## src/rtl/page_walker.sv

```systemverilog
module page_walker #(
  parameter int LEVELS = 4,
  parameter int PA_W   = 40,
  parameter int E_W    = 64,
  parameter int ERR_W  = 8,
  parameter int A_BIT  = 5,
  parameter int D_BIT  = 6,
  parameter int PS_BIT = 7,
  parameter int PK_LSB = 59,
  localparam int VA_W  = 12 + 9 * LEVELS,
  localparam int LW    = $clog2(LEVELS + 1)
) (
  input  logic             clk,
  input  logic             rst_n,
  input  logic             start,
  input  logic [VA_W-1:0]  vaddr,
  input  logic             acc_write,
  input  logic [PA_W-1:0]  root_base,
  output logic             mem_req,
  output logic             mem_we,
  output logic [PA_W-1:0]  mem_addr,
  output logic [E_W-1:0]   mem_wdata,
  input  logic             mem_ack,
  input  logic [E_W-1:0]   mem_rdata,
  output logic             chk_valid,
  output logic [LW-1:0]    chk_level,
  output logic             chk_leaf,
  output logic [E_W-1:0]   chk_entry,
  input  logic             chk_fault,
  input  logic [ERR_W-1:0] chk_code,
  output logic             done,
  output logic             fault,
  output logic [ERR_W-1:0] err_code,
  output logic [LW-1:0]    fault_level,
  output logic [PA_W-1:0]  pa,
  output logic [E_W-1:0]   leaf_entry
);
  localparam logic [E_W-1:0] A_M  = E_W'(1) << A_BIT;
  localparam logic [E_W-1:0] D_M  = E_W'(1) << D_BIT;
  localparam logic [E_W-1:0] PK_M = ~((E_W'(1) << PK_LSB) - E_W'(1));

  typedef enum logic [1:0] {S_IDLE, S_RD, S_WDIR, S_WLEAF} st_t;

  st_t              st;
  logic [LW-1:0]    lvl;
  logic [PA_W-13:0] base;
  logic [VA_W-1:0]  va_q;
  logic             wr_q;
  logic [E_W-1:0]   ent_q;
  logic [8:0]       idx;

  always_comb begin
    idx = '0;
    for (int l = 1; l <= LEVELS; l++)
      if (lvl == LW'(l)) idx = va_q[12 + 9 * (l - 1) +: 9];
  end

  wire             rd_ok    = (st == S_RD) && mem_ack;
  wire             is_leaf  = (lvl == LW'(1)) || ((lvl == LW'(2)) && mem_rdata[PS_BIT]);
  wire [E_W-1:0]   dir_upd  = mem_rdata | A_M;
  wire [E_W-1:0]   leaf_upd = mem_rdata | A_M | (wr_q ? D_M : '0);
  wire [PA_W-1:0]  pa_norm  = {mem_rdata[PA_W-1:12], va_q[11:0]};
  wire [PA_W-1:0]  pa_large = {mem_rdata[PA_W-1:22], 1'b0, va_q[20:0]};

  assign mem_req   = (st != S_IDLE);
  assign mem_we    = (st == S_WDIR) || (st == S_WLEAF);
  assign mem_addr  = {base, idx, 3'b000};
  assign mem_wdata = ent_q;

  assign chk_valid = rd_ok;
  assign chk_level = lvl;
  assign chk_leaf  = is_leaf;
  assign chk_entry = is_leaf ? mem_rdata : (mem_rdata & ~PK_M);

  always_ff @(posedge clk or negedge rst_n) begin
    if (!rst_n) begin
      st          <= S_IDLE;
      lvl         <= '0;
      base        <= '0;
      va_q        <= '0;
      wr_q        <= 1'b0;
      ent_q       <= '0;
      done        <= 1'b0;
      fault       <= 1'b0;
      err_code    <= '0;
      fault_level <= '0;
      pa          <= '0;
      leaf_entry  <= '0;
    end else begin
      done <= 1'b0;
      case (st)
        S_IDLE: if (start) begin
          va_q <= vaddr;
          wr_q <= acc_write;
          base <= root_base[PA_W-1:12];
          lvl  <= LW'(LEVELS);
          st   <= S_RD;
        end
        S_RD: if (mem_ack) begin
          if (chk_fault) begin
            done        <= 1'b1;
            fault       <= 1'b1;
            err_code    <= chk_code;
            fault_level <= lvl;
            pa          <= '0;
            leaf_entry  <= '0;
            st          <= S_IDLE;
          end else if (!is_leaf) begin
            if (!mem_rdata[A_BIT]) begin
              ent_q <= dir_upd;
              st    <= S_WDIR;
            end else begin
              base <= mem_rdata[PA_W-1:12];
              lvl  <= lvl - 1'b1;
            end
          end else begin
            pa         <= (lvl == LW'(2)) ? pa_large : pa_norm;
            leaf_entry <= leaf_upd;
            ent_q      <= leaf_upd;
            if (leaf_upd != mem_rdata) begin
              st <= S_WLEAF;
            end else begin
              done        <= 1'b1;
              fault       <= 1'b0;
              err_code    <= '0;
              fault_level <= '0;
              st          <= S_IDLE;
            end
          end
        end
        S_WDIR: if (mem_ack) begin
          base <= ent_q[PA_W-1:12];
          lvl  <= lvl - 1'b1;
          st   <= S_RD;
        end
        default: if (mem_ack) begin
          done        <= 1'b1;
          fault       <= 1'b0;
          err_code    <= '0;
          fault_level <= '0;
          st          <= S_IDLE;
        end
      endcase
    end
  end
endmodule

```

## config.mk

```make
export PLATFORM = sky130hd
export DESIGN_NAME = page_walker
export DESIGN_NICKNAME = d
export VERILOG_FILES = /design/src/rtl/page_walker.sv
export SDC_FILE = /design/constraint.sdc
export NUM_CORES = 1
export LEC_CHECK = 0
export BUFFER_PORTS_ARGS = -buffer_cell sky130_fd_sc_hd__buf_2
export CORE_MARGIN = 2
export CORE_UTILIZATION = 30
export CTS_BUF_LIST = sky130_fd_sc_hd__clkbuf_8 sky130_fd_sc_hd__clkbuf_16
export CTS_CLUSTER_DIAMETER = 80
export CTS_CLUSTER_SIZE = 24
export DETAILED_ROUTE_END_ITERATION = 8
export SLEW_MARGIN = 20
export SYNTH_ARGS = -nofsm -noshare
export SYNTH_HDL_FRONTEND = slang
export SYNTH_SLANG_ARGS = --single-unit
```

## constraint.sdc

```tcl
create_clock -name clk -period 3.5 [get_ports clk]
set_input_delay 0.175 -clock clk [delete_from_list [all_inputs] [get_ports clk]]
set_output_delay 0.175 -clock clk [all_outputs]
set_load 0.005 [all_outputs]
```

==> results of run 1 <==
-- power by group --
group	total (mW)	internal, mW	switching [mW]
combinational	4.69	2.44	2.24
sequential	4.75	4.01	0.734
clock	2.13	1.08	1.05
-- worst max-delay path: stages (launching register included) --
cell                      delay [ns]
sky130_fd_sc_hd__dfrtp_1        0.46
sky130_fd_sc_hd__inv_1          0.15
sky130_fd_sc_hd__ha_1           0.45
sky130_fd_sc_hd__a21oi_4        0.07
sky130_fd_sc_hd__or2_4          0.26
sky130_fd_sc_hd__inv_2          0.23
sky130_fd_sc_hd__and3_4         0.52
sky130_fd_sc_hd__buf_4          0.35
sky130_fd_sc_hd__a22o_1         0.18
-- cell families after synthesis --
kind of cell	after synthesis
adders and majority gates	10
DFF	245
AOI/OAI and AO/OA	194
other	1
muxes	153
and+or+nand+nor	88
buffers and inverters	147
-- area by class of cell --
cell class / count / area [µm²] / area share, %
clock inverters: 8 / 129 / 0.881
flip-flops and latches: 245 / 6130 / 41.9
repair buffers: 573 / 3550 / 24.3
clock buffers: 18 / 439 / 3.00
well taps: 461 / 577 / 3.94
diodes: 1 / 2.50 / 0.0171
multi-input cells: 448 / 3760 / 25.7
inverters: 9 / 33.8 / 0.231
-- cell usage in the layout, fill, tap and decap left out, drive strengths merged, types with 4 or more instances in the layout --
master and n:
buf 459, dfrtp 245, mux2 141, dlygate4sd3 114, a22o 85, a21oi 47
nor2 34, a22oi 28, nand2 22, clkbuf 18, mux2i 12, o21ai 11
inv 11, nand3b 10, o2bb2ai 10, ha 10, and2 7, nand2b 4
-- final timing paths --
kind                                from              to  slack (ns)
max                         chk_level[1]  leaf_entry[62]        0.77
min                        mem_rdata[21]  leaf_entry[21]        0.03
max reg2reg                 chk_level[1]  leaf_entry[62]        0.77
min reg2reg                 mem_wdata[5]    mem_wdata[5]        0.47
max in group asynchronous          rst_n  fault_level[0]        2.36
min in group asynchronous          rst_n         base[1]        0.31
-- timing repair --
action,CTS,global route
hold endpoints to repair,257,0
resized for setup,0,0
hold buffers,114,0
-- flip-flops by register name (all words and copies together), names as in the netlist --
name	count
base	28
chk_level	3
done	1
err_code	8
fault	1
fault_level	3
leaf_entry	47
mem_wdata	64
pa	39
st	2
va_q	48
wr_q	1
-- metal layers --
layer	routed length, µm	up-vias	share of wire (%)	track usage (%)
li1	-	3838	-	-
met1	13900	4253	41	21.5
met2	17000	322	50	30.7
met3	2230	45	6.5	3.97
met4	991	2	2.9	5.19
met5	13	-	0.038	0
-- through the flow --
step,hold slack [ns],util [%],worst slack (ns),cells
floorplan,-0.121,-,1.40,840
global placement,0.282,36.3,0.823,1622
detailed placement,0.287,36.3,0.754,1622
CTS,0.00448,41.1,0.753,1762
global route,0.0253,41.1,0.600,1762
finish,0.0320,41.1,0.767,1763
==> results summary, run 1 <==
In this run, synthesis produced a sequential element count of 245. The synthesized netlist devotes 0% of its cell area to XOR and XNOR gates. The worst-skew pair later-pin latency came out at 0.50 ns. On the final layout, the worst clock skew is roughly 0.022 ns. The cell at the root of the clock tree is sky130_fd_sc_hd__clkbuf_16. The main flop type after synthesis is sky130_fd_sc_hd__dfrtp_1. The CTS clock-pin slew for the worst setup and hold paths is about 0.090 ns. sky130_fd_sc_hd__dfrtp_1 takes more of the synthesized area than any other cell. The static power due to leakage came out at 7.41 nW.

The overall power after layout is 11.6 mW. Setup violations remaining at the end of the flow were counted as 0. The synthesized netlist devotes 13.5% of its cell area to compound gates.

The overall fraction of global-route tracks in use is 17.6%. The fraction of layout cells with a size suffix above 1 is 48.7%. In the post-synthesis netlist, the biggest area contributors are sky130_fd_sc_hd__dfrtp_1, sky130_fd_sc_hd__mux2_2, sky130_fd_sc_hd__a22o_1, sky130_fd_sc_hd__buf_4, sky130_fd_sc_hd__a21oi_1. The via count of the first global-routing pass was 8592. The wire length of the first global-routing pass is 52200 µm. The core region is between 30000 and 40000 µm². The number of cells on the worst hold path came out at 2. The multiplexer share of the synthesized area came out at ~16%.

The critical path in this run is classified as reg -> reg. The number of slew-limit violations in the final report came out at 0. The arrival time reported for the critical path endpoint is 3.18 ns. The total wirelength of the detailed-routed design came out at approximately 34000 µm. The highest clock rate is 0.366 GHz. The count of antenna-violating nets left after detailed routing is 0. In this run the tightest slew margin relative to its limit is about 44%. For this run, the number of Yosys warnings is 0. The number of antenna violations at the first check in global routing came to 1. The count of unresolved DRC violations after routing is 0. The post-synthesis sequential area ratio came out at 56.5%. The number of setup buffers added after CTS came out at 0. The hold violation total from the final report is 0. The DRC marker count from the first detailed-route iteration is ~260.

The die covers between 30000 and 40000 µm². The floorplan has between 60 and 70 rows. The number of H-tree levels is 1. The post-synthesis async set-or-reset flop share is between 90% and 100%.

The top cell type's share of synthesized area is 56.5%. STA classifies the critical path endpoint as a register. The worst-case vdd ir drop came out at 0.560 mV.

Measured along the y axis, the die boundary spans between 150 and 200 µm. The part of the cycle the worst path needs came out at 78.1%. The critical path data required time came out at 3.94 ns. The detailed-route wire length per cell came out at approximately 19 µm.

The run finished with clean final reports. The maximum count of clock buffers along a single path is 3. The routed layout has between 8000 and 9000 vias. The most frequent cell after synthesis is sky130_fd_sc_hd__dfrtp_1.

Once the floorplan was initialized, standard cells occupied 30.5% of the core. The unique cell type count in the Yosys netlist is 43. For the worst flop-to-flop path, the logic depth is 8. The worst path needs 2.73 ns of the cycle, external delays included. The global route total overflow came out at 0. The number of max-capacitance violations reported is 0. After technology mapping, the gate count stands at 838. The total negative slack is 0 ns. STA classifies the critical path startpoint as a register. The final design area excluding fillers came out at 14600 µm². The number of buffers added by the clock tree synthesis step is 16. The cell area power density is 791 nW/µm². Setup repair after global routing left no endpoint under its margin. The area growth from synthesis to layout is 34.9%. Entering global routing, the biggest net connects 98 pins. The number of I/O pins came out at 458. The detailed placement HPWL is 23700 µm. In this run the worst path has a maximum fanout of 25. The worst min-delay path class is in -> reg. Counting the fill cells in the layout gives ~3400. After synthesis, the most frequently instantiated cells are sky130_fd_sc_hd__dfrtp_1, sky130_fd_sc_hd__mux2_2, sky130_fd_sc_hd__buf_4, sky130_fd_sc_hd__a22o_1, sky130_fd_sc_hd__a21oi_1. The detailed-route vias per instance came out at about 4.8. TritonCTS built the clock tree.

After Yosys synthesis, full adders, half adders and majority gates account for 1.15% of the synthesized area. In this run the cell area of the synthesized design comes to 10800 µm². The post-synthesis share of cell area spent on and, or, nand and nor gates came out at 3.88%.

By area, the combinational part of the netlist is dominated by multiplexers. The last weighted congestion value of the routability-driven placer came out at 0.780. The transition time at the pin with the least slew margin is about 0.85 ns. The die width came out at between 150 and 200 µm. The number of iterations in the first detailed-routing pass is 4.

The area after detailed placement came out at 12900 µm². The number of port buffers came out at 442. The number of sinks handled by clock tree synthesis came out at 245. The number of flops mapped to enable cells by yosys came out at 0.

The net count of the finished layout came out at 1469. The average footprint of a synthesized cell is 12.9 µm².
Note: power is estimated with default switching activity, not from simulation.
==> run 2, diff against run 1 <==
--- a/config.mk
+++ b/config.mk
@@ -5,6 +5,7 @@
 export SDC_FILE = /design/constraint.sdc
 export NUM_CORES = 1
 export LEC_CHECK = 0
+export ABC_AREA = 1
 export BUFFER_PORTS_ARGS = -buffer_cell sky130_fd_sc_hd__buf_2
 export CORE_MARGIN = 2
 export CORE_UTILIZATION = 30
==> constraint.sdc (replaced) <==
create_clock -name clk -period 2.8 [get_ports clk]
set_input_delay 0.14 -clock clk [delete_from_list [all_inputs] [get_ports clk]]
set_output_delay 0.14 -clock clk [all_outputs]
set_load 0.005 [all_outputs]
==> run 2 against run 1 <==
Effect of this change:
- critical endpoint is now mem_addr[11]
- register-to-register slack worse by 0.41 ns
- largest cell class unchanged
- final area up 2.9%
- total power up 32%
- synthesized cell count up 51%
- synthesized area up 1.4%
- combinational power up 40%
- non-clock buffer count up 24
- die area up 1.4%
- sequential share of layout area down 1.2 points
- utilization up 0.29 points
- clock skew down 0.0014 ns
- routed wire length up 11%
==> results summary, run 2 <==
The part of the cycle the worst path needs is 96.5%. The critical path ends at mem_addr[11]. The flip-flop count of the largest register after layout is 64 (unchanged). The number of sinks handled by clock tree synthesis came out at 245 (unchanged). The average footprint of a synthesized cell came out at 8.67 µm² (-33%).

The worst relative slew slack came to 45.9% (+2.3 points). The number of flops mapped to enable cells by yosys is 0 (unchanged). The area growth from synthesis to layout is 36.9%. The area after detailed placement came out at 13200 µm² (+2.4%). The transition time at the pin with the least slew margin came to 0.811 ns (-0.0351 ns).

The net count of the finished layout came out at 1919 (+31%). The maximum count of clock buffers along a single path is 3 (unchanged). The die boundary height came out at 195 µm (+0.70%). The number of antenna violations at the first check in global routing is 2 (+1). Timing would allow up to 0.370 GHz. In the layout the commonest cells are sky130_fd_sc_hd__nand2_1, sky130_fd_sc_hd__buf_2, sky130_fd_sc_hd__dfrtp_1, sky130_fd_sc_hd__dlygate4sd3_1, sky130_fd_sc_hd__o21ai_0. The number of port buffers was 442 (unchanged). The detailed-route wire length per cell came out at 17.0 µm (-12%).

The standard-cell row count is 70 (+1.4%). The wire length of the first global-routing pass was 57600 µm (+10%). The arrival time reported for the critical path endpoint is 2.56 ns (-0.62 ns). The worst-skew pair later-pin latency is 0.51 ns (about the same). The final setup skew is 0.0203 ns (-0.00144 ns). The post-synthesis async set-or-reset flop share came out at 100% (unchanged). The number of setup buffers added after CTS is 0 (unchanged). The family with the most delay on the worst path is buffers and inverters.

The last weighted congestion value of the routability-driven placer came to 0.830 (+6.5%). The source of the critical timing path is chk_level[0]. The global route total overflow is 0 (unchanged).

The peak per-stage delay on the critical path was 0.46 ns (-0.06 ns). The final setup violation count is 0 (unchanged). The biggest area contributor in the post-synthesis netlist is sky130_fd_sc_hd__dfrtp_1. The largest net degree at the start of global routing came out at 94 (-4.1%). The overall die area came out at 38200 µm² (+1.4%). The number of max-capacitance violations reported came out at 0 (unchanged). Clock tree synthesis selected as its root buffer the cell sky130_fd_sc_hd__clkbuf_16. The worst hold path belongs to the class in -> reg. The top cell type's share of synthesized area is 55.7% (-0.80 points).

The worst-case register-to-register setup slack came out at 0.36 ns (-0.41 ns). The total wirelength of the detailed-routed design came out at 37800 µm (+11%). The area of the core is 36300 µm² (+2.2%). The CTS clock-pin slew for the worst setup and hold paths is 0.09 ns (about the same).

The post-synthesis register bit count is 245 (unchanged). The worst hold slack came out at 0.0259 ns (-0.00602 ns). The die width is 195 µm (+0.70%).

The hold violation total from the final report is 0 (unchanged). The number of synthesis warnings was 0 (unchanged). The largest individual stage delay along the critical path comes from the cell sky130_fd_sc_hd__dfrtp_1. The DRC marker count from the first detailed-route iteration came out at 449 (+76%). The unique cell type count in the Yosys netlist came out at 27 (-37%). sky130_fd_sc_hd__nand2_1 is the most common cell in the netlist. The commonest cells after synthesis are sky130_fd_sc_hd__nand2_1, sky130_fd_sc_hd__dfrtp_1, sky130_fd_sc_hd__o21ai_0, sky130_fd_sc_hd__buf_4, sky130_fd_sc_hd__nor2_1. The post-synthesis sequential area ratio is 55.7% (-0.80 points).

The worst setup path is launched from a register. The fraction of layout cells with a size suffix above 1 was 32.4% (-16 points). The number of iterations in the first detailed-routing pass is 6 (+2). The static power due to leakage is 8.37 nW (+13%). The overall fraction of global-route tracks in use came to 19.2% (+1.7 points).

STA classifies the critical path endpoint as an output pin. The number of I/O pins came to 458 (unchanged). The cell area power density is 1010 nW/µm² (+28%). The synthesized netlist cell count came out at 1268 (+51%). By area the synthesized netlist is led by sky130_fd_sc_hd__dfrtp_1, sky130_fd_sc_hd__nand2_1, sky130_fd_sc_hd__buf_4, sky130_fd_sc_hd__o21ai_0, sky130_fd_sc_hd__mux2_2. The signal on the critical path passes through inv_1 -> ha_1 -> buf_4 -> nand2_1 -> buf_6 -> nor2_1 -> o21ai_0 -> nand3_1 -> buf_2. The total via count after detailed routing came out at 10200 (+21%). The critical path data required time came out at 2.66 ns (-1.28 ns). The final design area excluding fillers is 15100 µm² (+2.9%). The classification of the worst setup path is reg -> out.

The library cell used most frequently in the layout, excluding fill and tap cells, is sky130_fd_sc_hd__nand2_1. The final cell utilization of the core came out at 41.4% (+0.29 points). The depth of the most critical reg-to-reg path is 9 (+1). The final critical path time including I/O delays and setup came out at 2.70 ns. The worst register-to-register path ends at mem_wdata[10]. The run finished with clean final reports.

The number of buffer and inverter stages on the critical path was 4 (+1). The count of unresolved DRC violations after routing is 0 (unchanged). The number of buffers added by the clock tree synthesis step came to 16 (unchanged). The detailed placement HPWL came out at 26100 µm (+10%). The count of antenna-violating nets left after detailed routing is 0 (unchanged).

The initial cell density of the core is 30.3% (-0.22 points). The count of cell instances traversed by the critical path is 9 (+1). The overall power after layout came out at 15.2 mW (+32%). TritonCTS built the clock tree. The number of slew-limit violations in the final report is 0 (unchanged).

The startpoint identified for the worst register-to-register timing path is st[1]. The cell area after synthesis came out at 11000 µm² (+1.4%). The detailed-route vias per instance came out at 4.59 (-4.3%).

The most used flip-flop cell after synthesis is sky130_fd_sc_hd__dfrtp_1. The worst-case vdd ir drop is 0.464 mV (-17%). The via count of the first global-routing pass is 10100 (+17%). The total negative slack came out at 0 ns (unchanged).

The number of fill cells in the layout came out at 3553 (+4.6%). Setup repair after global routing left no endpoint under its margin. The number of H-tree levels is 1 (unchanged).

The largest fanout on the critical path was 28 (+12%).
## run 2: layout make-up
cell class                      count  area [µm²]  area share [%]
Antenna cell                        1        2.50          0.0166
Clock buffer                       18         439            2.92
Clock inverter                      8         103           0.682
Inverter                           56         210            1.40
Multi-Input combinational cell    827        3800            25.2
Sequential cell                   245        6130            40.7
Tap cell                          468         586            3.89
Timing Repair Buffer              597        3780            25.1
## run 2: timing repair
action,CTS,global route
hold buffers,128,0
resized for setup,1,1
hold endpoints to repair,267,0
endpoints found under the setup margin,1,2
## run 2: worst min path at each step
| stage | cells past startpoint | startpoint | to | slack (ns) |
|---|---|---|---|---|
| after global placement | 1 | rst_n | base[16] | 0.24 |
| after detailed placement | 1 | rst_n | base[16] | 0.25 |
| after global routing | 3 | mem_rdata[12] | leaf_entry[12] | 0.03 |
| after floorplan | 0 | rst_n | base[0] | -0.16 |
| final | 4 | root_base[19] | base[7] | 0.03 |
| after CTS | 4 | root_base[33] | base[21] | 0.0002 |
## run 2: cells by family after synthesis
kind of cell	after synthesis	share of synthesized area [%]
multiplexers	30	3.07
AO/OA/AOI/OAI	142	7.45
adder cells (fa/ha/maj)	10	1.14
buffers and inverters	198	10.0
AND/OR/NAND/NOR	641	22.5
XOR/XNOR	1	0.0796
flip-flops	245	55.7
other	1	0.0341
## run 2: power breakdown
part           total (mW)  switching [mW]  leakage, nW  internal [mW]
Clock                2.62            1.35        0.266           1.27
Combinational        6.55            3.66         4.98           2.89
Sequential           6.07           0.954         3.12           5.11
## run 2: per-stage QoR
step           setup slack, ns  cells
2_1_floorplan            0.978   1270
3_3_place_gp             0.414   2065
3_5_place_dp             0.376   2065
4_1_cts                 0.0439   2219
5_1_grt                 0.0189   2220
6_report                0.0970   2220
## run 2: per-layer routing
metal	up-vias	track usage [%]	share of wire, %
met2	413	34.3	50
met1	4884	23.4	41
met5	-	0	0.040
met3	62	4.11	7.1
met4	2	5.34	2.5
li1	4834	-	-
## run 2: worst reg2reg max path: cells and delay by family, from the launching register on
family	cells	cell delay, ns
buffers and inverters	3	1.02
AND/OR/NAND/NOR	5	0.55
flip-flops	1	0.44
adder cells (fa/ha/maj)	1	0.36
